===== config.mk =====
export PLATFORM = sky130hd
export DESIGN_NAME = led_status_top
export DESIGN_NICKNAME = d
export VERILOG_FILES = /design/src/rtl/led_pkg.sv /design/src/rtl/led_tick_gen.sv /design/src/rtl/led_cfg_regs.sv /design/src/rtl/led_stretcher.sv /design/src/rtl/led_status_top.sv
export SDC_FILE = /design/constraint.sdc
export NUM_CORES = 1
export LEC_CHECK = 0
export CAP_MARGIN = 20
export CELL_PAD_IN_SITES_DETAIL_PLACEMENT = 0
export CELL_PAD_IN_SITES_GLOBAL_PLACEMENT = 2
export CORE_MARGIN = 8
export CORE_UTILIZATION = 39
export CTS_CLUSTER_SIZE = 28
export DETAILED_ROUTE_END_ITERATION = 10
export GPL_TIMING_DRIVEN = 0
export MAX_ROUTING_LAYER = met4
export PLACE_DENSITY = 0.76
export RECOVER_POWER = 25
export SYNTH_ARGS = -nofsm -noshare
export SYNTH_HDL_FRONTEND = slang
export SYNTH_SLANG_ARGS = --single-unit
export TNS_END_PERCENT = 1

===== constraint.sdc =====
create_clock -name clk -period 2.3 [get_ports clk]
set_input_delay 0.345 -clock clk [delete_from_list [all_inputs] [get_ports clk]]
set_output_delay 0.345 -clock clk [all_outputs]
set_load 0.02 [all_outputs]

===== src/rtl/led_pkg.sv =====
package led_pkg;
    localparam int NUM_SRC = 8;

    localparam int SRC_LINK  = 0;
    localparam int SRC_RX    = 1;
    localparam int SRC_TX    = 2;
    localparam int SRC_COL   = 3;
    localparam int SRC_FDX   = 4;
    localparam int SRC_SPD   = 5;
    localparam int SRC_AMTCH = 6;
    localparam int SRC_WAKE  = 7;

    typedef logic [NUM_SRC-1:0] src_vec_t;

    typedef struct packed {
        logic     stretch;
        src_vec_t en;
    } led_cfg_t;

    localparam int CFG_W = $bits(led_cfg_t);

    typedef enum logic [1:0] {
        S_DARK = 2'd0,
        S_FULL = 2'd1,
        S_TWO  = 2'd2,
        S_ONE  = 2'd3
    } stretch_state_t;

    function automatic led_cfg_t reset_cfg(input int idx);
        led_cfg_t c;
        c.stretch = 1'b1;
        c.en      = '0;
        case (idx)
            0:       c.en[SRC_LINK] = 1'b1;
            1:       c.en[SRC_RX]   = 1'b1;
            3:       c.en[SRC_TX]   = 1'b1;
            default: c.en           = '0;
        endcase
        return c;
    endfunction
endpackage


===== src/rtl/led_tick_gen.sv =====
module led_tick_gen #(
    parameter int TICK_DIV = 3289474
) (
    input  logic clk,
    input  logic rst_n,
    output logic tick
);
    localparam int CNT_W = (TICK_DIV > 1) ? $clog2(TICK_DIV) : 1;
    localparam logic [CNT_W-1:0] LAST = CNT_W'(TICK_DIV - 1);

    logic [CNT_W-1:0] cnt_q;

    always_ff @(posedge clk or negedge rst_n) begin
        if (!rst_n) begin
            cnt_q <= '0;
        end else if (cnt_q == LAST) begin
            cnt_q <= '0;
        end else begin
            cnt_q <= cnt_q + 1'b1;
        end
    end

    assign tick = (cnt_q == LAST);
endmodule


===== src/rtl/led_cfg_regs.sv =====
module led_cfg_regs
    import led_pkg::*;
#(
    parameter int NUM_LED = 4,
    parameter int ADDR_W  = 2
) (
    input  logic                       clk,
    input  logic                       rst_n,
    input  logic                       wr_en,
    input  logic [ADDR_W-1:0]          wr_addr,
    input  led_cfg_t                   wr_data,
    output led_cfg_t [NUM_LED-1:0]     cfg_q
);
    for (genvar i = 0; i < NUM_LED; i++) begin : g_word
        always_ff @(posedge clk or negedge rst_n) begin
            if (!rst_n) begin
                cfg_q[i] <= reset_cfg(i);
            end else if (wr_en && (wr_addr == ADDR_W'(i))) begin
                cfg_q[i] <= wr_data;
            end
        end
    end
endmodule


===== src/rtl/led_stretcher.sv =====
module led_stretcher
    import led_pkg::*;
(
    input  logic clk,
    input  logic rst_n,
    input  logic trig,
    input  logic tick,
    output logic lit
);
    stretch_state_t state_q, state_d;

    always_ff @(posedge clk or negedge rst_n) begin
        if (!rst_n) begin
            state_q <= S_DARK;
        end else begin
            state_q <= state_d;
        end
    end

    always_comb begin
        state_d = state_q;
        if (trig) begin
            state_d = S_FULL;
        end else if (tick) begin
            unique case (state_q)
                S_FULL: state_d = S_TWO;
                S_TWO:  state_d = S_ONE;
                S_ONE:  state_d = S_DARK;
                S_DARK: state_d = S_DARK;
            endcase
        end
    end

    always_comb begin
        unique case (state_q)
            S_DARK:                lit = 1'b0;
            S_FULL, S_TWO, S_ONE:  lit = 1'b1;
        endcase
    end
endmodule


===== src/rtl/led_status_top.sv =====
module led_status_top
    import led_pkg::*;
#(
    parameter int NUM_LED  = 4,
    parameter int TICK_DIV = 3289474,
    localparam int ADDR_W  = (NUM_LED > 1) ? $clog2(NUM_LED) : 1
) (
    input  logic                 clk,
    input  logic                 rst_n,
    input  logic [NUM_SRC-1:0]   status_in,
    input  logic                 wr_en,
    input  logic [ADDR_W-1:0]    wr_addr,
    input  logic [CFG_W-1:0]     wr_data,
    output logic [NUM_LED-1:0]   led_n
);
    led_cfg_t [NUM_LED-1:0] cfg;
    logic                   tick;
    logic [NUM_LED-1:0]     combined;
    logic [NUM_LED-1:0]     stretch_sel;
    logic [NUM_LED-1:0]     lit;

    led_tick_gen #(.TICK_DIV(TICK_DIV)) u_tick (
        .clk   (clk),
        .rst_n (rst_n),
        .tick  (tick)
    );

    led_cfg_regs #(.NUM_LED(NUM_LED), .ADDR_W(ADDR_W)) u_regs (
        .clk     (clk),
        .rst_n   (rst_n),
        .wr_en   (wr_en),
        .wr_addr (wr_addr),
        .wr_data (led_cfg_t'(wr_data)),
        .cfg_q   (cfg)
    );

    for (genvar i = 0; i < NUM_LED; i++) begin : g_led
        assign combined[i]    = |(status_in & cfg[i].en);
        assign stretch_sel[i] = cfg[i].stretch;

        led_stretcher u_str (
            .clk   (clk),
            .rst_n (rst_n),
            .trig  (combined[i]),
            .tick  (tick),
            .lit   (lit[i])
        );

        assign led_n[i] = stretch_sel[i] ? ~lit[i] : ~combined[i];
    end
endmodule


==> flow_metrics.env, run 1 <==
export IMPL_ys_flop_type="dfrtp_1"
export IMPL_setup_tns_ps=0
export IMPL_cp_end_kind="primary output"
export IMPL_min_period_ps=2220
export IMPL_async_reset_ff_share_pct=100
export IMPL_netlist_instances=260
export IMPL_critPathCapture="led_n[3]"
export IMPL_path_clk_slew_ps=70
export IMPL_dieArea_um2=11200
export IMPL_leakage_nw=1.63
export IMPL_yosysMostFrequentCell="dfrtp_1"
export IMPL_h_tree_depth=3
export IMPL_path_cells="clkdlybuf4s50_1 > a22oi_1 > nand4_1 > o21ai_1 > dlygate4sd2_1"
export IMPL_synth_cell_types=32
export IMPL_peakVddDrop_v=0.000333
export IMPL_required_ps=1960
export IMPL_final_setup_viol_count=0
export IMPL_grt_ovfl_total=0
export IMPL_synth_area_leaders="dfrtp_1, mux2_2, dfstp_2"
export IMPL_synthTopCellsByCount="dfrtp_1, mux2_2, nor2_1"
export IMPL_initial_core_util_pct=40.4
export IMPL_grt_usage_pct=12.6
export IMPL_placedCellCount=387
export IMPL_synth_largest_area_cell="dfrtp_1"
export IMPL_critical_path_slowest_cell="clkdlybuf4s50_1"
export IMPL_max_freq_mhz=451
export IMPL_portBuffers=25
export IMPL_synth_top_area_share_pct=47.1
export IMPL_p_per_area_nw_per_um2=707
export IMPL_dieHeight_um=106
export IMPL_synth_avg_cell_area_um2=12.1
export IMPL_yosysSeqAreaShare_pct=53.0
export IMPL_startpoint="status_in[7]"
export IMPL_n_fill_cell=760
export IMPL_finish_utilization_pct=48.2
export IMPL_path_delay_family="buffers and inverters"
export IMPL_max_slew_worst_pin_slew_ps=1630
export IMPL_cp_depth=5
export IMPL_gp_congestion=0.720
export IMPL_synth_edff_count=0
export IMPL_reg2regPathDepth=4
export IMPL_synthesis_nets=292
export IMPL_syn_area_um2=3140
export IMPL_wl_um=6270
export IMPL_met2_wirelength_um=2760
export IMPL_slowest_delay_ps=500
export IMPL_route_met3_wl_um=133
export IMPL_cp_buffers_inverters=2
export IMPL_worstPathArrival_ps=1870
export IMPL_relSlewSlack_pct=-8.95
export IMPL_worstReg2RegEnd="g_led[1].u_str.state_q[1]"
export IMPL_dp_hpwl_um=4410
export IMPL_clk_latency_ps=340
export IMPL_violations="max-capacitance violations, max-slew violations"
export IMPL_syn2layout_area_growth_pct=19.4
export IMPL_cts_sinks=66
export IMPL_slew_viol_final=67
export IMPL_n_antenna_cell=0
export IMPL_cts_buffers=9
export IMPL_core_rowCount=32
export IMPL_grt_max_degree=67
export IMPL_hp_class="input port to asynchronous set/reset pin"
export IMPL_dr_pass1_iters=6
export IMPL_r2r_setup_slack_ps=270
export IMPL_antenna_found_initial=0
export IMPL_top_layer="met4"
export IMPL_rsz0062_at_grt="yes"
export IMPL_viasPerCell=5.12
export IMPL_ios=26
export IMPL_design_area_um2=3740
export IMPL_drc_errors=0
export IMPL_grt_pass1_vias=2161
export IMPL_period_share_pct=96.4
export IMPL_ys_seq_elements=66
export IMPL_drv_cap=1
export IMPL_path_class="input port to primary output"
export IMPL_startpoint_type="input port"
export IMPL_die_w_um=106
export IMPL_clockBufferDepth=2
export IMPL_crit_fanout=4
export IMPL_cts_hold_fix_buffers=0
export IMPL_finalPower_mw=2.65
export IMPL_cts_tree="built"
export IMPL_status="complete, but fails checks"
export IMPL_drt_iter0_drc=61
export IMPL_cts_root_buf="clkbuf_8"
export IMPL_vias=2090
export IMPL_ys_warn_count=0
export IMPL_coreArea_um2=7770
export IMPL_place_area_um2=3510
export IMPL_antenna_left=0
export IMPL_instances_no_fill=408
export IMPL_grt_pass1_wl_um=10900
export IMPL_layout_nets=333
export IMPL_finClkSkew_ps=6.78
export IMPL_wl_per_cell_um=15.4
export IMPL_m1WireLength_um=3250
export IMPL_r2r_start="u_tick.cnt_q[6]"
export IMPL_layout_drive_gt1_share_pct=25.5
export IMPL_hold_viol=0
[worst min path at each step]
stage / from / end / cells past startpoint / slack [ps]
3_3_place_gp: u_tick.cnt_q[19] / u_tick.cnt_q[19] / 1 / 480
5_1_grt: u_tick.cnt_q[19] / u_tick.cnt_q[19] / 1 / 520
6_report: rst_n / u_regs.cfg_q[23] / 1 / 420
2_1_floorplan: rst_n / g_led[0].u_str.state_q[0] / 0 / 50
3_5_place_dp: u_tick.cnt_q[19] / u_tick.cnt_q[19] / 1 / 480
4_1_cts: rst_n / u_regs.cfg_q[23] / 1 / 130
[final cells by class]
class	count	area (um^2)	share of cell area, %
flip-flops and latches	66	1660	44.3
inverters	13	48.8	1.30
clock inverters	1	5.00	0.134
plain buffers	4	23.8	0.635
clock buffers	15	196	5.25
repair buffers	30	275	7.35
well taps	102	128	3.41
multi-input cells	177	1410	37.6
[kinds of logic after synthesis]
family	Yosys count	synth area share (%)
muxes	46	16.3
adders and majority gates	10	3.99
DFF	66	53.0
AOI/OAI and AO/OA	22	4.87
xor gates and xnor gates	17	4.75
buffers and inverters	17	2.31
and+or+nand+nor	82	14.8
[sequential cells by signal, indices dropped and copies added, names as in the netlist]
register and flops:
g_led.u_str.state_q 8, u_tick.cnt_q 22, u_regs.cfg_q 36
[per-layer routing]
metal | vias to the layer above | track usage (%)
met3 | 10 | 2.44
li1 | 1014 | -
met2 | 19 | 17.5
met1 | 1047 | 16.8
met4 | 0 | 6.93
met5 | - | -
[through the flow]
step	setup slack, ps	hold WS, ps
3_3_place_gp	-1410	480
2_1_floorplan	611	49.4
4_1_cts	3.76	134
5_1_grt	-76.7	521
3_5_place_dp	-397	484
6_report	82.1	419
[power by group]
group / internal (mW) / switching, mW / total [mW]
registers: 1.30 / 0.0654 / 1.36
logic: 0.182 / 0.140 / 0.323
clock network: 0.538 / 0.424 / 0.962
total: 2.02 / 0.630 / 2.65
[cells in the final DEF, fill, tap and decap left out, drive strengths merged, types with 2 or more instances in the layout]
cell type and n:
mux2i 6, ha 10, a22oi 16, clkdlybuf4s50 20
xor2 4, nor2 27, o21ai 4, dfstp 7
clkbuf 19, and4 2, buf 7, and3 2
nand4 11, mux2 40, a31oi 2, nand3 10
dfrtp 59, nor4 8, nor3 6, dlygate4sd2 2
nand2 11, inv 13, xnor2 13, nand3b 2
[worst register-to-register path, delay by kind of cell, from the launching register on]
kind	cells	cell delay, ps
flip-flops	1	440
multiplexers	1	400
AND/OR/NAND/NOR	3	1070
[repair_timing]
| action | 4_1_cts | 5_1_grt |
|---|---|---|
| gates resized for setup | 6 | 4 |
| endpoints found under the setup margin | 4 | 3 |
| setup buffers | 3 | 2 |
| pin swaps | 4 | 2 |
Power figures use the tool's default switching activity.
==> inputs of run 2 (changes only) <==
--- a/config.mk
+++ b/config.mk
@@ -8,7 +8,6 @@
 export CAP_MARGIN = 20
 export CELL_PAD_IN_SITES_DETAIL_PLACEMENT = 0
 export CELL_PAD_IN_SITES_GLOBAL_PLACEMENT = 2
-export CORE_MARGIN = 8
 export CORE_UTILIZATION = 39
 export CTS_CLUSTER_SIZE = 28
 export DETAILED_ROUTE_END_ITERATION = 10
==> flow_metrics.env, run 2 (synthesis results as in run 1) <==
export IMPL_wl_um=5970
export IMPL_vias=2088
export IMPL_grt_max_degree=67
export IMPL_max_slew_worst_pin_slew_ps=1620
export IMPL_slowest_delay_ps=500
export IMPL_grt_pass1_vias=2077
export IMPL_largest_reg_flops=36
export IMPL_layout_nets=332
export IMPL_path_class="input port to primary output"
export IMPL_drt_iter0_drc=116
export IMPL_r2r_start="u_tick.cnt_q[6]"
export IMPL_reg_largest_list="u_regs.cfg_q (36), u_tick.cnt_q (22), g_led.u_str.state_q (8)"
export IMPL_cp_end_kind="primary output"
export IMPL_path_clk_slew_ps=70
export IMPL_cp_buffers_inverters=2
export IMPL_grt_pass1_wl_um=10600
export IMPL_relSlewSlack_pct=-7.90
export IMPL_reg2regPathDepth=4
export IMPL_clk_latency_ps=340
export IMPL_dieArea_um2=8400
export IMPL_drv_cap=1
export IMPL_cts_buffers=9
export IMPL_cts_tree="built"
export IMPL_instances_no_fill=407
export IMPL_violations="max-capacitance violations, max-slew violations"
export IMPL_h_tree_depth=3
export IMPL_finClkSkew_ps=11.0
export IMPL_gp_congestion=0.723
export IMPL_period_share_pct=95.7
export IMPL_dieHeight_um=91.7
export IMPL_startpoint_type="input port"
export IMPL_p_per_area_nw_per_um2=729
export IMPL_critical_path_slowest_cell="clkdlybuf4s50_1"
export IMPL_internal_power_mw=2.09
export IMPL_antenna_found_initial=0
export IMPL_syn2layout_area_growth_pct=20.1
export IMPL_coreArea_um2=7770
export IMPL_grt_ovfl_total=0
export IMPL_hp_class="input port to asynchronous set/reset pin"
export IMPL_dr_pass1_iters=6
export IMPL_n_fill_cell=714
export IMPL_swShare_pct=23.8
export IMPL_leakage_nw=1.61
export IMPL_initial_core_util_pct=40.4
export IMPL_worstReg2RegEnd="g_led[0].u_str.state_q[1]"
export IMPL_die_w_um=91.7
export IMPL_slew_viol_final=67
export IMPL_rsz0062_at_grt="no"
export IMPL_finish_utilization_pct=48.5
export IMPL_viasPerCell=5.13
export IMPL_final_cell_mix="dfrtp_1, mux2_2, nor2_1, clkdlybuf4s50_1, a22oi_1"
export IMPL_combinationalPowerShare_pct=11.8
export IMPL_final_common_cell="dfrtp_1"
export IMPL_wl_per_cell_um=14.7
export IMPL_switching_power_mw=0.655
export IMPL_n_antenna_cell=0
export IMPL_seqPwrFrac_pct=49.7
export IMPL_placedCellCount=387
export IMPL_hold_viol=0
export IMPL_path_cells="clkdlybuf4s50_1 > a22oi_1 > nand4_1 > o21ai_0 > clkdlybuf4s15_1"
export IMPL_layout_drive_gt1_share_pct=25.2
export IMPL_antenna_left=0
export IMPL_clockBufferDepth=2
export IMPL_ios=26
export IMPL_status="complete, but fails checks"
export IMPL_p_clk_share_pct=38.6
export IMPL_cts_root_buf="clkbuf_8"
export IMPL_r2r_setup_slack_ps=290
export IMPL_core_rowCount=32
export IMPL_max_freq_mhz=454
export IMPL_regMostFlops="u_regs.cfg_q"
export IMPL_portBuffers=25
export IMPL_grt_usage_pct=16.9
export IMPL_worstPathArrival_ps=1860
export IMPL_dp_hpwl_um=4240
export IMPL_final_setup_viol_count=0
export IMPL_crit_fanout=4
export IMPL_peakVddDrop_v=0.000314
export IMPL_cts_sinks=66
export IMPL_drc_errors=0
export IMPL_min_period_ps=2200
export IMPL_required_ps=1960
export IMPL_path_delay_family="buffers and inverters"
## run 2: cell types whose count changed in the layout (fill, tap and decap cells not counted), sizes merged
cell	change
buf	-1
clkbuf	-6
bufinv	+2
clkdlybuf4s15	+1
clkinvlp	+3
## run 2: how the worst max path moves through the flow
stage	end	cells after the start	slack, ps	start
final	led_n[2]	5	100	status_in[3]
after global routing	led_n[0]	5	5	status_in[3]
after CTS	led_n[3]	5	80	status_in[4]
after detailed placement	led_n[2]	5	-370	status_in[0]
after global placement	u_regs.cfg_q[23]	1	-1460	rst_n
after floorplan	g_led[0].u_str.state_q[1]	4	610	u_tick.cnt_q[18]
## run 2: worst reg2reg max path, delay by kind of cell, from the launching register on
kind,cells,cell delay (ps)
muxes,1,400
DFF,1,440
and+or+nand+nor,3,1070
## run 2: metrics by stage
stage	setup TNS, ps	setup slack (ps)	power, mW	cell area, um^2	hold slack [ps]
after detailed placement	-1330	-370	1.70	3510	496
after CTS	0	75.7	2.79	3760	129
final	0	98.9	2.75	3760	412
after global placement	-91710	-1460	1.69	3510	481
after global routing	0	4.59	2.90	3760	516
after floorplan	0	611	1.55	3140	49.4
## run 2: area by class of cell
cell class	instances	area, um^2	share of cell area, %
clock buffer	10	128	3.39
timing repair buffer	29	273	7.24
clock inverter	6	91.3	2.43
sequential	66	1660	44.1
multi-input combinational	177	1410	37.5
inverter	13	48.8	1.30
tap	102	128	3.39
buffer	4	23.8	0.631
## run 2: timing repair
item | CTS | global route
endpoints found under the setup margin | 4 | 3
endpoints found under the hold margin | 0 | 0
pin swaps | 4 | 0
hold buffers | 0 | 0
resized for setup | 5 | 4
setup buffers | 4 | 0
## run 2: power groups by stage
stage	Sequential (mW)	Clock [mW]	Combinational, mW
detailed placement	1.38	0	0.315
finish	1.36	1.06	0.323
global placement	1.38	0	0.311
floorplan	1.36	0	0.189
global route	1.38	1.16	0.361
CTS	1.36	1.10	0.327
## run 2: metal layers
layer | share of wire [%] | up-vias | wire length (um) | track usage (%)
met5 | 0 | - | 0 | -
met4 | 1.0 | 0 | 61 | 4.37
met3 | 3.7 | 6 | 219 | 4.23
met2 | 44 | 30 | 2600 | 22.4
met1 | 52 | 1037 | 3090 | 25.4
li1 | - | 1015 | - | -
==> inputs of run 3 (changes only) <==
--- a/config.mk
+++ b/config.mk
@@ -8,12 +8,11 @@
 export CAP_MARGIN = 20
 export CELL_PAD_IN_SITES_DETAIL_PLACEMENT = 0
 export CELL_PAD_IN_SITES_GLOBAL_PLACEMENT = 2
-export CORE_UTILIZATION = 39
+export CORE_UTILIZATION = 35
 export CTS_CLUSTER_SIZE = 28
 export DETAILED_ROUTE_END_ITERATION = 10
-export GPL_TIMING_DRIVEN = 0
 export MAX_ROUTING_LAYER = met4
-export PLACE_DENSITY = 0.76
+export PLACE_DENSITY = 0.72
 export RECOVER_POWER = 25
 export SYNTH_ARGS = -nofsm -noshare
 export SYNTH_HDL_FRONTEND = slang
==> constraint.sdc (replaced) <==
create_clock -name clk -period 1.8 [get_ports clk]
set_input_delay 0.27 -clock clk [delete_from_list [all_inputs] [get_ports clk]]
set_output_delay 0.27 -clock clk [all_outputs]
set_load 0.02 [all_outputs]
==> flow_metrics.env, run 3 (synthesis results as in run 1) <==
export IMPL_max_slew_worst_pin_slew_ps=920
export IMPL_layout_nets=353
export IMPL_reg_largest_list="u_regs.cfg_q (36), u_tick.cnt_q (22), g_led.u_str.state_q (8)"
export IMPL_syn2layout_area_growth_pct=29.3
export IMPL_core_rowCount=34
export IMPL_layout_drive_gt1_share_pct=36.8
export IMPL_finish_utilization_pct=46.7
export IMPL_vias=2182
export IMPL_wl_um=6660
export IMPL_final_common_cell="dfrtp_1"
export IMPL_pre_cts_ws_ps=-625
export IMPL_h_tree_depth=3
export IMPL_design_area_um2=4050
export IMPL_cp_end_kind="primary output"
export IMPL_final_cell_mix="dfrtp_1, mux2_2, buf_4, nor2_1"
export IMPL_cts_tree="built"
export IMPL_hold_viol=0
export IMPL_clk_latency_ps=340
export IMPL_min_period_ps=1780
export IMPL_dieHeight_um=96.7
export IMPL_ios=26
export IMPL_n_antenna_cell=0
export IMPL_peakVddDrop_v=0.000473
export IMPL_antenna_found_initial=0
export IMPL_antenna_left=0
export IMPL_rsz0062_at_grt="yes"
export IMPL_n_fill_cell=846
export IMPL_p_per_area_nw_per_um2=898
export IMPL_route_met3_wl_um=236
export IMPL_final_setup_worst_slack_ps=18.1
export IMPL_status="finished clean"
export IMPL_final_setup_viol_count=0
export IMPL_leakage_nw=1.77
export IMPL_finClkSkew_ps=6.85
export IMPL_hp_class="flop to flop"
export IMPL_top_layer="met4"
export IMPL_max_freq_mhz=561
export IMPL_path_clk_slew_ps=70
export IMPL_place_area_um2=3730
export IMPL_dieArea_um2=9340
export IMPL_cts_buffers=9
export IMPL_grt_pass1_wl_um=11700
export IMPL_gp_congestion=0.784
export IMPL_wl_per_cell_um=15.3
export IMPL_clockBufferDepth=2
export IMPL_crit_fanout=2
export IMPL_largest_reg_flops=36
export IMPL_relSlewSlack_pct=38.7
export IMPL_drc_errors=0
export IMPL_initial_core_util_pct=36.1
export IMPL_met2_wirelength_um=3050
export IMPL_required_ps=1530
export IMPL_cts_sinks=66
export IMPL_regMostFlops="u_regs.cfg_q"
export IMPL_drt_iter0_drc=86
export IMPL_grt_ovfl_total=0
export IMPL_coreArea_um2=8680
export IMPL_path_class="flop to primary output"
export IMPL_drv_cap=0
export IMPL_grt_max_degree=67
export IMPL_worstPathArrival_ps=1510
export IMPL_dr_pass1_iters=4
export IMPL_die_w_um=96.7
export IMPL_m1WireLength_um=3260
export IMPL_viasPerCell=5.03
export IMPL_slew_viol_final=0
export IMPL_cts_root_buf="clkbuf_8"
export IMPL_grt_usage_pct=16.4
export IMPL_portBuffers=25
export IMPL_grt_pass1_vias=2310
export IMPL_dp_hpwl_um=4660
export IMPL_startpoint_type="flop"
export IMPL_period_share_pct=99.0
[run 3: worst max-delay path, stage by stage, from the launching register on]
cell     delay (ps)
dfrtp_1         400
a22oi_2         200
nand4_1         190
o21ai_1         210
buf_4           170
[run 3: final cells by class]
class / instances / area (um^2) / area share (%)
clock buffer: 11 / 141 / 3.49
clock inverter: 5 / 77.6 / 1.91
inverter: 13 / 48.8 / 1.20
multi-input combinational: 177 / 1490 / 36.9
sequential: 66 / 1660 / 41.0
tap: 108 / 135 / 3.33
timing repair buffer: 54 / 497 / 12.3
[run 3: path summary, 6_finish.rpt]
check	startpoint	endpoint	slack (ps)	cells past startpoint
worst max-delay path	u_regs.cfg_q[19]	led_n[2]	20	4
worst min-delay path	u_tick.cnt_q[19]	u_tick.cnt_q[19]	510	1
worst max register to register	u_regs.cfg_q[19]	g_led[2].u_str.state_q[1]	60	9
worst min register to register	u_tick.cnt_q[19]	u_tick.cnt_q[19]	510	1
max in group asynchronous	rst_n	u_regs.cfg_q[4]	510	3
min in group asynchronous	rst_n	u_regs.cfg_q[24]	680	3
[run 3: per-layer routing]
| layer | global-route usage, % | up-vias |
|---|---|---|
| met5 | - | - |
| met4 | 5.05 | 0 |
| met3 | 4.99 | 10 |
| met2 | 23.8 | 32 |
| met1 | 22.2 | 1079 |
| li1 | - | 1061 |
[run 3: power breakdown]
part / internal, mW / total, mW / switching, mW
Clock: 0.814 / 1.39 / 0.573
Combinational: 0.280 / 0.483 / 0.204
Sequential: 1.66 / 1.77 / 0.110
[run 3: through the flow]
step	hold slack [ps]	std cells	power [mW]	setup TNS (ps)
3_5_place_dp	320	412	2.22	-2170
6_report	505	434	3.64	0
2_1_floorplan	-25.6	260	1.98	0
3_3_place_gp	316	412	2.21	-2180
4_1_cts	480	435	3.66	0
5_1_grt	540	434	3.83	-253
[run 3: repair_timing]
item	4_1_cts	5_1_grt
resized for setup	37	18
pin swaps	5	9
hold endpoints to repair	59	0
setup endpoints to repair	4	10
hold buffers	1	0
gates cloned	0	0
setup buffers	6	0
